### src/rtl/bxfer_pkg.sv
package bxfer_pkg;

    typedef enum logic [1:0] {
        AM_INC_AFTER  = 2'd0,
        AM_INC_BEFORE = 2'd1,
        AM_DEC_AFTER  = 2'd2,
        AM_DEC_BEFORE = 2'd3
    } addr_mode_e;

    typedef enum logic [1:0] {
        SQ_IDLE = 2'd0,
        SQ_XFER = 2'd1,
        SQ_FIN  = 2'd2
    } seq_state_e;

    typedef struct packed {
        addr_mode_e mode;
        logic       is_load;
        logic       wb;
    } xfer_cmd_t;

    // Stack kind to addressing mode. A pop undoes the matching push.
    function automatic addr_mode_e stack_to_mode(input logic is_load,
                                                 input logic empty_kind,
                                                 input logic ascending);
        addr_mode_e m;
        case ({is_load, empty_kind, ascending})
            3'b101:  m = AM_DEC_AFTER;   // pop, full ascending
            3'b100:  m = AM_INC_AFTER;   // pop, full descending
            3'b111:  m = AM_DEC_BEFORE;  // pop, empty ascending
            3'b110:  m = AM_INC_BEFORE;  // pop, empty descending
            3'b001:  m = AM_INC_BEFORE;  // push, full ascending
            3'b000:  m = AM_DEC_BEFORE;  // push, full descending
            3'b011:  m = AM_INC_AFTER;   // push, empty ascending
            default: m = AM_DEC_AFTER;   // push, empty descending
        endcase
        return m;
    endfunction

    function automatic logic mode_is_down(input addr_mode_e m);
        return (m == AM_DEC_AFTER) || (m == AM_DEC_BEFORE);
    endfunction

endpackage

### src/rtl/bxfer_mode_decode.sv
module bxfer_mode_decode
    import bxfer_pkg::*;
(
    input  logic [1:0] mode_field,
    input  logic       use_stack,
    input  logic       is_load,
    input  logic       wb,
    output xfer_cmd_t  cmd
);
    always_comb begin
        cmd.is_load = is_load;
        cmd.wb      = wb;
        if (use_stack)
            cmd.mode = stack_to_mode(is_load, mode_field[1], mode_field[0]);
        else
            cmd.mode = addr_mode_e'(mode_field);
    end
endmodule

### src/rtl/bxfer_addr_plan.sv
module bxfer_addr_plan
    import bxfer_pkg::*;
#(
    parameter int NREG       = 16,
    parameter int ADDR_W     = 32,
    parameter int WORD_BYTES = 4
) (
    input  logic [ADDR_W-1:0] base,
    input  logic [NREG-1:0]   mask,
    input  addr_mode_e        mode,
    output logic [ADDR_W-1:0] start_addr,
    output logic [ADDR_W-1:0] final_base
);
    localparam int CNT_W      = $clog2(NREG + 1);
    localparam int WORD_SHIFT = $clog2(WORD_BYTES);
    localparam logic [ADDR_W-1:0] STEP = ADDR_W'(WORD_BYTES);

    logic [CNT_W-1:0]  count;
    logic [ADDR_W-1:0] span;
    logic [ADDR_W-1:0] low_addr;

    always_comb begin
        count = '0;
        for (int i = 0; i < NREG; i++)
            count = count + CNT_W'(mask[i]);
    end

    assign span     = ADDR_W'(count) << WORD_SHIFT;
    assign low_addr = base - span;

    always_comb begin
        unique case (mode)
            AM_INC_AFTER:  start_addr = base;
            AM_INC_BEFORE: start_addr = base + STEP;
            AM_DEC_AFTER:  start_addr = low_addr + STEP;
            default:       start_addr = low_addr;
        endcase
        final_base = mode_is_down(mode) ? low_addr : base + span;
    end
endmodule

### src/rtl/bxfer_mask_walk.sv
module bxfer_mask_walk #(
    parameter int NREG = 16
) (
    input  logic                    clk,
    input  logic                    rst,
    input  logic                    load_en,
    input  logic [NREG-1:0]         load_mask,
    input  logic                    step,
    output logic [$clog2(NREG)-1:0] idx,
    output logic                    last
);
    localparam int IDX_W = $clog2(NREG);

    logic [NREG-1:0] rem_q;
    logic [NREG-1:0] rem_drop;

    assign rem_drop = rem_q & (rem_q - NREG'(1));

    always_comb begin
        idx = '0;
        for (int i = NREG - 1; i >= 0; i--)
            if (rem_q[i]) idx = IDX_W'(i);
    end

    assign last = (rem_q != '0) && (rem_drop == '0);

    always_ff @(posedge clk) begin
        if (rst)
            rem_q <= '0;
        else if (load_en)
            rem_q <= load_mask;
        else if (step)
            rem_q <= rem_drop;
    end
endmodule

### src/rtl/bxfer_seq.sv
module bxfer_seq
    import bxfer_pkg::*;
#(
    parameter int NREG       = 16,
    parameter int ADDR_W     = 32,
    parameter int WORD_BYTES = 4
) (
    input  logic                    clk,
    input  logic                    rst,
    input  logic                    req_valid,
    output logic                    req_ready,
    input  logic [ADDR_W-1:0]       req_base,
    input  logic [NREG-1:0]         req_mask,
    input  logic [1:0]              req_mode,
    input  logic                    req_stack,
    input  logic                    req_load,
    input  logic                    req_wb,
    output logic                    mem_valid,
    input  logic                    mem_ready,
    output logic [ADDR_W-1:0]       mem_addr,
    output logic [$clog2(NREG)-1:0] mem_reg,
    output logic                    mem_load,
    output logic                    done,
    output logic                    wb_en,
    output logic [ADDR_W-1:0]       wb_value
);
    localparam logic [ADDR_W-1:0] STEP = ADDR_W'(WORD_BYTES);

    seq_state_e        state_q;
    xfer_cmd_t         cmd;
    logic [ADDR_W-1:0] plan_start;
    logic [ADDR_W-1:0] plan_final;
    logic [ADDR_W-1:0] addr_q;
    logic [ADDR_W-1:0] final_q;
    logic              load_q;
    logic              wb_q;
    logic              accept;
    logic              step;
    logic              walk_last;
    logic              mask_empty;

    assign accept     = req_valid && (state_q == SQ_IDLE);
    assign step       = (state_q == SQ_XFER) && mem_ready;
    assign mask_empty = (req_mask == '0);

    bxfer_mode_decode u_decode (
        .mode_field (req_mode),
        .use_stack  (req_stack),
        .is_load    (req_load),
        .wb         (req_wb),
        .cmd        (cmd)
    );

    bxfer_addr_plan #(
        .NREG       (NREG),
        .ADDR_W     (ADDR_W),
        .WORD_BYTES (WORD_BYTES)
    ) u_plan (
        .base       (req_base),
        .mask       (req_mask),
        .mode       (cmd.mode),
        .start_addr (plan_start),
        .final_base (plan_final)
    );

    bxfer_mask_walk #(
        .NREG (NREG)
    ) u_walk (
        .clk       (clk),
        .rst       (rst),
        .load_en   (accept),
        .load_mask (req_mask),
        .step      (step),
        .idx       (mem_reg),
        .last      (walk_last)
    );

    always_ff @(posedge clk) begin
        if (rst) begin
            state_q <= SQ_IDLE;
            addr_q  <= '0;
            final_q <= '0;
            load_q  <= 1'b0;
            wb_q    <= 1'b0;
        end else begin
            unique case (state_q)
                SQ_IDLE: begin
                    if (accept) begin
                        addr_q  <= plan_start;
                        final_q <= plan_final;
                        load_q  <= cmd.is_load;
                        wb_q    <= cmd.wb && !mask_empty;
                        state_q <= mask_empty ? SQ_FIN : SQ_XFER;
                    end
                end
                SQ_XFER: begin
                    if (step) begin
                        if (walk_last)
                            state_q <= SQ_FIN;
                        else
                            addr_q <= addr_q + STEP;
                    end
                end
                default: state_q <= SQ_IDLE;
            endcase
        end
    end

    assign req_ready = (state_q == SQ_IDLE);
    assign mem_valid = (state_q == SQ_XFER);
    assign mem_addr  = addr_q;
    assign mem_load  = load_q;
    assign done      = (state_q == SQ_FIN);
    assign wb_en     = (state_q == SQ_FIN) && wb_q;
    assign wb_value  = final_q;
endmodule

### config.mk
export PLATFORM = sky130hd
export DESIGN_NAME = bxfer_seq
export DESIGN_NICKNAME = d
export VERILOG_FILES = /design/src/rtl/bxfer_pkg.sv /design/src/rtl/bxfer_mode_decode.sv /design/src/rtl/bxfer_addr_plan.sv /design/src/rtl/bxfer_mask_walk.sv /design/src/rtl/bxfer_seq.sv
export SDC_FILE = /design/constraint.sdc
export NUM_CORES = 1
export LEC_CHECK = 0
export BUFFER_PORTS_ARGS = -buffer_cell sky130_fd_sc_hd__buf_2
export CAP_MARGIN = 20
export CORE_UTILIZATION = 39
export DETAILED_ROUTE_END_ITERATION = 10
export PLACE_DENSITY = 0.58
export SLEW_MARGIN = 20
export SYNTH_ARGS = -nofsm -noshare
export SYNTH_HDL_FRONTEND = slang
export SYNTH_SLANG_ARGS = --single-unit
export TNS_END_PERCENT = 100
### constraint.sdc
create_clock -name clk -period 7.2 [get_ports clk]
set_clock_uncertainty 0.15 [all_clocks]
set_input_delay 0.72 -clock clk [delete_from_list [all_inputs] [get_ports clk]]
set_output_delay 0.72 -clock clk [all_outputs]
set_load 0.03 [all_outputs]
==> flow_metrics.env, run 1 <==
export IMPL_ctsLongestPathBuffers=2
export IMPL_r2r_slack_ns=3.32
export IMPL_post_route_drc_count=0
export IMPL_tritoncts="done"
export IMPL_min_period_ns=7.10
export IMPL_grt_overflow_total=0
export IMPL_drt_pass1_iter_count=5
export IMPL_nNetsFinal=1442
export IMPL_antenna_cells=0
export IMPL_synth_distinct_cells=88
export IMPL_arrival_ns=7.21
export IMPL_ios=130
export IMPL_grt_max_degree=85
export IMPL_path_max_fanout=5
export IMPL_sw_frac_of_total_pct=47.8
export IMPL_synth_compound_area_share_pct=26.1
export IMPL_regArea_um2=1680
export IMPL_io_buffers=129
export IMPL_synthAdderAreaFrac_pct=6.18
export IMPL_track_usage_pct=27.9
export IMPL_antenna_found_initial=0
export IMPL_dpl_worst_slack_ns=-0.252
export IMPL_multiInputGateArea_um2=6310
export IMPL_htreeDepth=3
export IMPL_max_freq_ghz=0.141
export IMPL_r2r_start="u_walk.rem_q[0]"
export IMPL_grt_setup_unrepaired="true"
export IMPL_ys_seq_elements=84
export IMPL_synth_cells=1187
export IMPL_post_dp_cell_area_um2=9730
export IMPL_tightest_slew_ns=0.979
export IMPL_final_cells=1631
export IMPL_hold_path_class="reg -> reg"
export IMPL_detail_route_iter0_violations=589
export IMPL_clk_pin_slew_ns=0.07
export IMPL_synth_ff_type="dfxtp_1"
export IMPL_route_vias_total=9539
export IMPL_whs_path_depth=2
export IMPL_p_int_mw=1.66
export IMPL_cp_cell_sequence="buf_8 -> inv_4 -> ha_4 -> inv_2 -> fa_1 -> fa_1 -> fa_1 -> fa_1 -> fa_2 -> fa_2 -> inv_2 -> fa_2 -> or2_4 -> a2111oi_4 -> buf_6 -> nor4_1 -> xor2_1 -> nor4b_4 -> nand4bb_1 -> nor3_1 -> xnor2_1 -> nand2_1 -> a221oi_1"
export IMPL_yosys_area_share_simple_pct=30.3
export IMPL_start_util_pct=39.8
export IMPL_yosys_warnings=0
export IMPL_synth_cell_area_um2=8340
export IMPL_antenna_left=0
export IMPL_status="complete, no violations"
export IMPL_leakage_nw=4.12
export IMPL_p_seq_share_pct=20.1
export IMPL_syn_nets=1278
export IMPL_wirelength_um=31000
export IMPL_clkSinkCount=84
export IMPL_cap_viol_max_count=0
export IMPL_cp_start_kind="input port"
export IMPL_hold_violations=0
export IMPL_clock_power_share_pct=15.7
export IMPL_vias_per_cell=5.85
export IMPL_ir_drop_v=0.000163
export IMPL_holdCritStartpoint="wb_value[12]"
export IMPL_cts_made_buffers=9
export IMPL_ctsRootBufferMaster="clkbuf_16"
export IMPL_tns_ns=0
export IMPL_wl_per_cell_um=19.0
export IMPL_row_count=53
export IMPL_syn2layout_area_growth_pct=24.3
export IMPL_die_x_um=148
export IMPL_synth_avg_cell_area_um2=7.02
export IMPL_netSwitchingPower_mw=1.52
export IMPL_place_inst=1604
export IMPL_setup_violations=0
export IMPL_dp_hpwl_um=23100
export IMPL_cp_slowest_cell="fa_2"
export IMPL_cp_data_required_time_ns=7.31
export IMPL_fill_cells=2237
export IMPL_async_reset_ff_share_pct=0
export IMPL_regToRegEndpoint="mem_addr[14]"
export IMPL_cp_common_cell="fa_1"
export IMPL_drive_gt1_share_pct=24.4
export IMPL_place_congestion=0.909
export IMPL_min_to="wb_value[12]"
export IMPL_crit_type="in -> reg"
export IMPL_power_density_nw_per_um2=307
export IMPL_finalCritPeriodShare_pct=98.6
export IMPL_fin_ws_ns=0.0998
export IMPL_synthXorXnorAreaFrac_pct=9.35
export IMPL_clk_insertion_delay_late_ns=0.36
export IMPL_grt_pass1_vias=8725
export IMPL_cts_hold_buf=0
export IMPL_maxSlewHeadroom_pct=34.7
export IMPL_die_y_um=148
export IMPL_worstSetupEndpointType="flop"
export IMPL_finalPower_mw=3.18
export IMPL_reg2reg_depth=10
export IMPL_core_area_um2=21000
export IMPL_synth_top_family_by_area="simple AND/OR/NAND/NOR gates"
export IMPL_drv_slew=0
export IMPL_synth_mux_area_fraction_pct=0.991
export IMPL_slowest_delay_ns=0.60
export IMPL_synth_seq_area_share_pct=20.2
export IMPL_fin_area_um2=10400
export IMPL_synth_edf_count=0
export IMPL_grt_first_pass_wirelength_um=47900
export IMPL_die_area_um2=22000
export IMPL_combPwrFrac_pct=64.1
[per-stage QoR]
step	hold WS (ns)	utilization, %
2_1_floorplan	0.277	-
3_3_place_gp	0.286	46.4
3_5_place_dp	0.290	46.4
4_1_cts	0.299	47.9
5_1_grt	0.322	49.5
6_report	0.298	49.5
[worst max path at each step]
stage,start,end,cells past startpoint
global placement,req_mask[0],mem_addr[31],24
global route,req_mask[0],mem_addr[12],25
detailed placement,req_mask[0],mem_addr[29],23
floorplan,req_mask[0],mem_addr[26],22
finish,req_mask[1],mem_addr[30],23
CTS,req_mask[0],mem_addr[26],23
[routing by layer]
layer,track usage (%),share of wire [%],vias to the layer above
met5,0,0,-
met4,9.69,2.8,0
met3,3.56,5.6,47
met2,47.6,48,334
met1,36.1,43,4551
li1,-,-,4607
[cell usage after synthesis (all sizes together), types with 12 or more instances]
library cell,instances,area (µm²)
nor2,129,487
or3,14,97.6
nand2,146,548
fa,12,240
a221oi,14,140
o21ai,66,330
nor2b,13,81.3
ha,22,275
inv,53,199
nand4,18,119
a22oi,17,133
dfxtp,84,1680
xor2,25,219
a211oi,24,180
nor3,46,246
a21oi,102,510
clkbuf,58,218
buf,28,151
o22ai,15,93.8
nor4,32,285
nand3,49,245
a21o,12,90.1
xnor2,64,561
[layout by cell type (no fill, tap or decap), drive strengths merged, types with 12 or more instances in the layout]
cell type,n
a21oi,102
nand4,18
a211oi,24
nor4,32
a22oi,17
a221oi,14
nor2b,13
or3,14
nor3,46
xnor2,64
a21o,12
fa,12
nand2,146
nand3,49
o21ai,66
o22ai,15
dfxtp,84
nor2,129
xor2,25
buf,239
inv,56
ha,22
[power groups by stage]
| stage | Sequential [mW] | Combinational, mW | Clock [mW] |
|---|---|---|---|
| after global routing | 0.655 | 2.23 | 0.528 |
| after global placement | 0.650 | 1.90 | 0 |
| after CTS | 0.640 | 1.93 | 0.514 |
| after floorplan | 0.761 | 1.14 | 0 |
| final | 0.641 | 2.04 | 0.501 |
| after detailed placement | 0.650 | 1.92 | 0 |
[critical path, delay by kind of cell]
kind	cells	cell delay [ns]
fa+ha+maj	8	3.61
simple gates	6	1.30
buf+inv	5	0.39
compound gates	2	0.77
xor+xnor	2	0.40
[kinds of logic after synthesis]
family / after synthesis
buffers and inverters: 141
and+or+nand+nor: 500
xor gates and xnor gates: 89
AOI/OAI and AO/OA: 331
DFF: 84
muxes: 8
adders and majority gates: 34
[registers in the layout, summed over array words and instances, names as in the netlist]
register      count
state_q           2
mem_load          1
mem_addr         32
wb_value         32
u_walk.rem_q     16
wb_q              1
[cell type report]
type                       instances  area share [%]
multi-input combinational        962            60.9
sequential                        84            16.2
timing repair buffer             239            14.6
tap                              275            3.32
clock buffer                       9            2.17
inverter                          55            2.04
clock inverter                     7           0.785
[what timing repair did]
| action | 4_1_cts | 5_1_grt |
|---|---|---|
| setup buffers | 0 | 10 |
| gates resized for setup | 0 | 56 |
| endpoints found under the setup margin | 0 | 22 |
| endpoints found under the hold margin | 0 | 0 |
Power figures use the tool's default switching activity.
==> run 2: changes to the inputs <==
- RECOVER_POWER: default -> 100
==> run 2 against run 1 <==
  * Global-route usage stayed put
  * Sequential power hardly changed
  * Critical path depth stayed put
  * Largest cell class unchanged
  * The run now ends with max-capacitance violations, max-slew violations left
  * Die area stayed put
  * Non-clock buffer count stayed put
  * Register-to-register slack worse by 2.4 ns
==> flow_metrics.env, run 2 (synthesis results as in run 1) <==
export IMPL_grt_overflow_total=0
export IMPL_grt_setup_unrepaired="true"
export IMPL_violations="max-capacitance violations, max-slew violations"
export IMPL_min_period_ns=7.11
export IMPL_fill_cells=2278
export IMPL_finalCritPeriodShare_pct=98.8
export IMPL_layout_commonest_cell="nand2_1"
export IMPL_p_int_mw=1.64
export IMPL_combPwrFrac_pct=63.8
export IMPL_drive_gt1_share_pct=18.7
export IMPL_antenna_left=0
export IMPL_clock_power_share_pct=15.8
export IMPL_ctsRootBufferMaster="clkbuf_16"
export IMPL_vias_per_cell=5.84
export IMPL_cp_slowest_cell="fa_2"
export IMPL_netSwitchingPower_mw=1.52
export IMPL_ctsLongestPathBuffers=2
export IMPL_antenna_found_initial=0
export IMPL_antenna_cells=0
export IMPL_status="finished, violations left"
export IMPL_ir_drop_v=0.000164
export IMPL_finalPower_mw=3.16
export IMPL_timing_hold_ws_ns=0.300
export IMPL_cts_made_buffers=9
export IMPL_cp_start_kind="input port"
export IMPL_hold_path_class="reg -> reg"
export IMPL_drt_pass1_iter_count=5
export IMPL_ios=130
export IMPL_tightest_slew_ns=2.61
export IMPL_power_density_nw_per_um2=309
export IMPL_io_buffers=129
export IMPL_post_route_drc_count=0
export IMPL_sw_frac_of_total_pct=48.1
export IMPL_start_util_pct=39.8
export IMPL_cp_common_cell="fa_1"
export IMPL_detail_route_iter0_violations=672
export IMPL_place_inst=1604
export IMPL_cp_top_family="adder cells"
export IMPL_cap_viol_max_count=2
export IMPL_slowest_delay_ns=0.60
export IMPL_path_max_fanout=5
export IMPL_dp_hpwl_um=23100
export IMPL_grt_first_pass_wirelength_um=47900
export IMPL_crit_buf_inv=5
export IMPL_cts_hold_buf=0
export IMPL_route_vias_total=9530
export IMPL_drv_slew=85
export IMPL_clk_pin_slew_ns=0.07
export IMPL_clkSinkCount=84
export IMPL_final_cell_mix="nand2_1 (145), nor2_1 (125), buf_4 (104)"
export IMPL_worstSetupEndpointType="flop"
export IMPL_cp_data_required_time_ns=7.30
export IMPL_wl_per_cell_um=19.1
export IMPL_hold_violations=0
export IMPL_leakage_nw=3.83
export IMPL_arrival_ns=7.22
export IMPL_finish_utilization_pct=48.9
export IMPL_row_count=53
export IMPL_die_area_um2=22000
export IMPL_die_x_um=148
export IMPL_grt_max_degree=85
export IMPL_track_usage_pct=27.9
export IMPL_maxSlewHeadroom_pct=-74.3
export IMPL_final_cells=1631
export IMPL_syn2layout_area_growth_pct=22.9
export IMPL_die_y_um=148
export IMPL_grt_pass1_vias=8725
export IMPL_cp_cell_sequence="buf_8 -> inv_4 -> ha_4 -> inv_2 -> fa_1 -> fa_1 -> fa_1 -> fa_1 -> fa_2 -> fa_2 -> inv_2 -> fa_2 -> or2_4 -> a2111oi_4 -> buf_6 -> nor4_1 -> xor2_1 -> nor4b_4 -> nand4bb_1 -> nor3_1 -> xnor2_1 -> nand2_1 -> a221oi_1"
export IMPL_wirelength_um=31200
export IMPL_p_seq_share_pct=20.3
export IMPL_crit_type="in -> reg"
export IMPL_htreeDepth=3
export IMPL_max_freq_ghz=0.141
export IMPL_tritoncts="done"
export IMPL_place_congestion=0.909
export IMPL_clk_insertion_delay_late_ns=0.36
export IMPL_core_area_um2=21000
export IMPL_nNetsFinal=1442
export IMPL_setup_violations=0
[run 2: power groups by stage]
stage	logic (mW)	registers [mW]	clock network, mW
after detailed placement	1.92	0.650	0
final	2.02	0.643	0.501
after global placement	1.90	0.650	0
after global routing	2.20	0.657	0.528
after CTS	1.93	0.640	0.514
after floorplan	1.14	0.761	0
[run 2: area by class of cell]
type,instances,area [µm²],area share (%)
Sequential cell,84,1680,16.4
Clock inverter,7,81.3,0.794
Clock buffer,9,225,2.20
Tap cell,275,344,3.36
Timing Repair Buffer,239,1420,13.9
Multi-Input combinational cell,962,6280,61.3
Inverter,55,211,2.06
[run 2: worst register-to-register path: cells and delay by family, from the launching register on]
family	cells	cell delay, ns
buffers and inverters	2	2.39
AO/OA/AOI/OAI	4	2.85
flip-flops	1	0.35
AND/OR/NAND/NOR	2	0.35
[run 2: final timing paths]
path	slack, ns	from	depth (start not counted)	endpoint
worst min-delay path	0.30	wb_value[12]	2	wb_value[12]
worst max-delay path	0.09	req_mask[0]	23	mem_addr[30]
worst max register to register	0.94	state_q[0]	8	mem_addr[14]
worst min register to register	0.30	wb_value[12]	2	wb_value[12]
[run 2: metal layers]
metal / up-vias / global-route usage [%] / wire length (µm) / share of wire (%)
met2: 319 / 47.6 / 15100 / 49
met5: - / 0 / 0 / 0
met3: 43 / 3.56 / 1610 / 5.1
li1: 4601 / - / - / -
met1: 4567 / 36.1 / 13700 / 44
met4: 0 / 9.69 / 782 / 2.5
[run 2: repair_timing]
action                     in CTS  in global routing
resized for setup               0                 56
setup buffers                   0                 10
setup endpoints to repair       0                 22
[run 2: per-stage QoR]
stage | worst slack (ns) | setup TNS (ns) | instance area [µm²]
floorplan | 0.159 | 0 | 8340
global placement | -0.185 | -1.10 | 9730
finish | 0.0882 | 0 | 10200
CTS | 0.0830 | 0 | 10000
detailed placement | -0.252 | -2.75 | 9730
global route | -0.132 | -0.816 | 10200
==> run 3: changes to the inputs <==
- PLACE_DENSITY: 0.58 -> 0.56
- clock period: 7.2 -> 7 ns (I/O delays scaled with it)
==> run 3 against run 2 <==
  * The flow still finishes with violations (max-capacitance violations, max-slew violations)
  * Clock-buffer cell count stayed put
  * First-iteration DRC count is 0.15% lower
  * Sequential share of layout area is 0.30 points lower
  * Critical path depth is 2 higher
  * Combinational power is 9% higher
  * Worst setup slack worse by 0.054 ns
  * Non-clock buffer count is 15 higher
==> flow_metrics.env, run 3 (synthesis results as in run 1) <==
export IMPL_status="finished, violations left"
export IMPL_violations="max-capacitance violations, max-slew violations"
export IMPL_detail_route_iter0_violations=671
export IMPL_hold_path_class="reg -> reg"
export IMPL_cp_slowest_cell="fa_2"
export IMPL_worstSetupEndpointType="flop"
export IMPL_grt_overflow_total=0
export IMPL_layout_commonest_cell="nand2_1"
export IMPL_final_cell_mix="nand2_1 (145), nor2_1 (125), buf_4 (120)"
export IMPL_start_util_pct=39.8
export IMPL_post_route_drc_count=0
export IMPL_clkSinkCount=84
export IMPL_drv_slew=55
export IMPL_slowest_delay_ns=0.56
export IMPL_cp_start_kind="input port"
export IMPL_hold_violations=0
export IMPL_timing_hold_ws_ns=0.300
export IMPL_maxSlewHeadroom_pct=-76.6
export IMPL_die_y_um=148
export IMPL_ctsRootBufferMaster="clkbuf_16"
export IMPL_dp_hpwl_um=23100
export IMPL_syn2layout_area_growth_pct=25.1
export IMPL_path_max_fanout=5
export IMPL_crit_start="req_mask[0]"
export IMPL_die_x_um=148
export IMPL_track_usage_pct=28.5
export IMPL_leakage_nw=3.89
export IMPL_cp_top_family="adder cells"
export IMPL_clk_insertion_delay_late_ns=0.36
export IMPL_tns_ns=0
export IMPL_regToRegEndpoint="mem_addr[26]"
export IMPL_nNetsFinal=1457
export IMPL_drive_gt1_share_pct=20.1
export IMPL_wirelength_um=31700
export IMPL_cp_data_required_time_ns=7.05
export IMPL_htreeDepth=3
export IMPL_r2r_slack_ns=2.61
export IMPL_arrival_ns=7.01
export IMPL_antenna_left=0
export IMPL_clk_pin_slew_ns=0.07
export IMPL_ios=130
export IMPL_grt_setup_unrepaired="true"
export IMPL_tritoncts="done"
export IMPL_ir_drop_v=0.000183
export IMPL_r2r_start="u_walk.rem_q[0]"
export IMPL_cts_made_buffers=9
export IMPL_reg2reg_depth=11
export IMPL_tightest_slew_ns=2.65
export IMPL_path_depth=25
export IMPL_cap_viol_max_count=1
export IMPL_place_congestion=0.926
export IMPL_crit_type="in -> reg"
export IMPL_route_vias_total=9631
export IMPL_io_buffers=129
export IMPL_setup_violations=0
export IMPL_grt_max_degree=85
export IMPL_die_area_um2=22000
export IMPL_cp_endpoint="mem_addr[31]"
export IMPL_crit_buf_inv=7
export IMPL_core_area_um2=21000
export IMPL_wl_per_cell_um=19.2
export IMPL_drt_pass1_iter_count=5
export IMPL_cp_common_cell="fa_1"
export IMPL_grt_pass1_vias=8992
export IMPL_min_period_ns=6.97
export IMPL_antenna_found_initial=0
export IMPL_fill_cells=2262
export IMPL_antenna_cells=0
export IMPL_max_freq_ghz=0.144
export IMPL_ctsLongestPathBuffers=2
export IMPL_finalCritPeriodShare_pct=99.5
export IMPL_power_density_nw_per_um2=325
export IMPL_row_count=53
export IMPL_vias_per_cell=5.85
export IMPL_grt_first_pass_wirelength_um=49100
==> run 3: area by class of cell <==
type                    count  area [µm²]  share of cell area (%)
well taps                 275         344                    3.30
clock buffers               9         225                    2.16
repair buffers            254        1540                    14.8
multi-input cells         962        6340                    60.8
clock inverters             7        88.8                   0.852
inverters                  55         209                    2.00
flip-flops and latches     84        1680                    16.1
==> run 3: timing repair <==
| item | 4_1_cts | 5_1_grt |
|---|---|---|
| endpoints found under the hold margin | 0 | 0 |
| gates resized for setup | 5 | 57 |
| setup buffers | 2 | 10 |
| pin swaps | 3 | 15 |
| setup endpoints to repair | 7 | 24 |
| hold buffers | 0 | 0 |
==> run 3: power breakdown <==
part           total, mW  switching [mW]  internal, mW
Sequential         0.660          0.0946         0.565
Clock              0.526           0.239         0.287
Combinational       2.20            1.28         0.923
Total               3.39            1.61          1.77
==> run 3: worst register-to-register path, stage by stage (launching register included) <==
cell	delay, ns
dfxtp_1	0.39
nor4_1	0.64
nand3_1	0.44
o41ai_1	0.48
nand2_1	0.12
nor4_1	0.79
a21oi_4	0.26
buf_4	0.34
and2_1	0.23
o21ai_1	0.08
a211oi_1	0.07
a2111oi_2	0.33
==> run 3: layer usage <==
metal | wire length, µm | track usage (%) | up-vias
li1 | - | - | 4639
met1 | 14000 | 37.4 | 4628
met2 | 15100 | 48.4 | 308
met3 | 1540 | 2.48 | 56
met4 | 974 | 11.0 | 0
met5 | 0 | 0 | -
==> run 3: worst min-delay path by stage <==
stage	cells past startpoint	start	slack, ns	to
floorplan	2	wb_q	0.28	wb_q
CTS	2	wb_value[6]	0.30	wb_value[6]
finish	2	wb_value[22]	0.30	wb_value[22]
global placement	2	wb_q	0.29	wb_q
detailed placement	2	wb_value[6]	0.29	wb_value[6]
global route	2	wb_value[20]	0.32	wb_value[20]
==> run 3: metrics by stage <==
stage | area, µm² | util (%) | cells | power [mW] | setup WS [ns]
after floorplan | 8340 | - | 1187 | 1.96 | 0.00375
after global placement | 9850 | 47.0 | 1618 | 2.71 | -0.401
after detailed placement | 9850 | 47.0 | 1618 | 2.73 | -0.468
after CTS | 10200 | 48.7 | 1636 | 3.30 | -0.00381
after global routing | 10400 | 49.8 | 1646 | 3.65 | -0.149
final | 10400 | 49.8 | 1646 | 3.39 | 0.0340
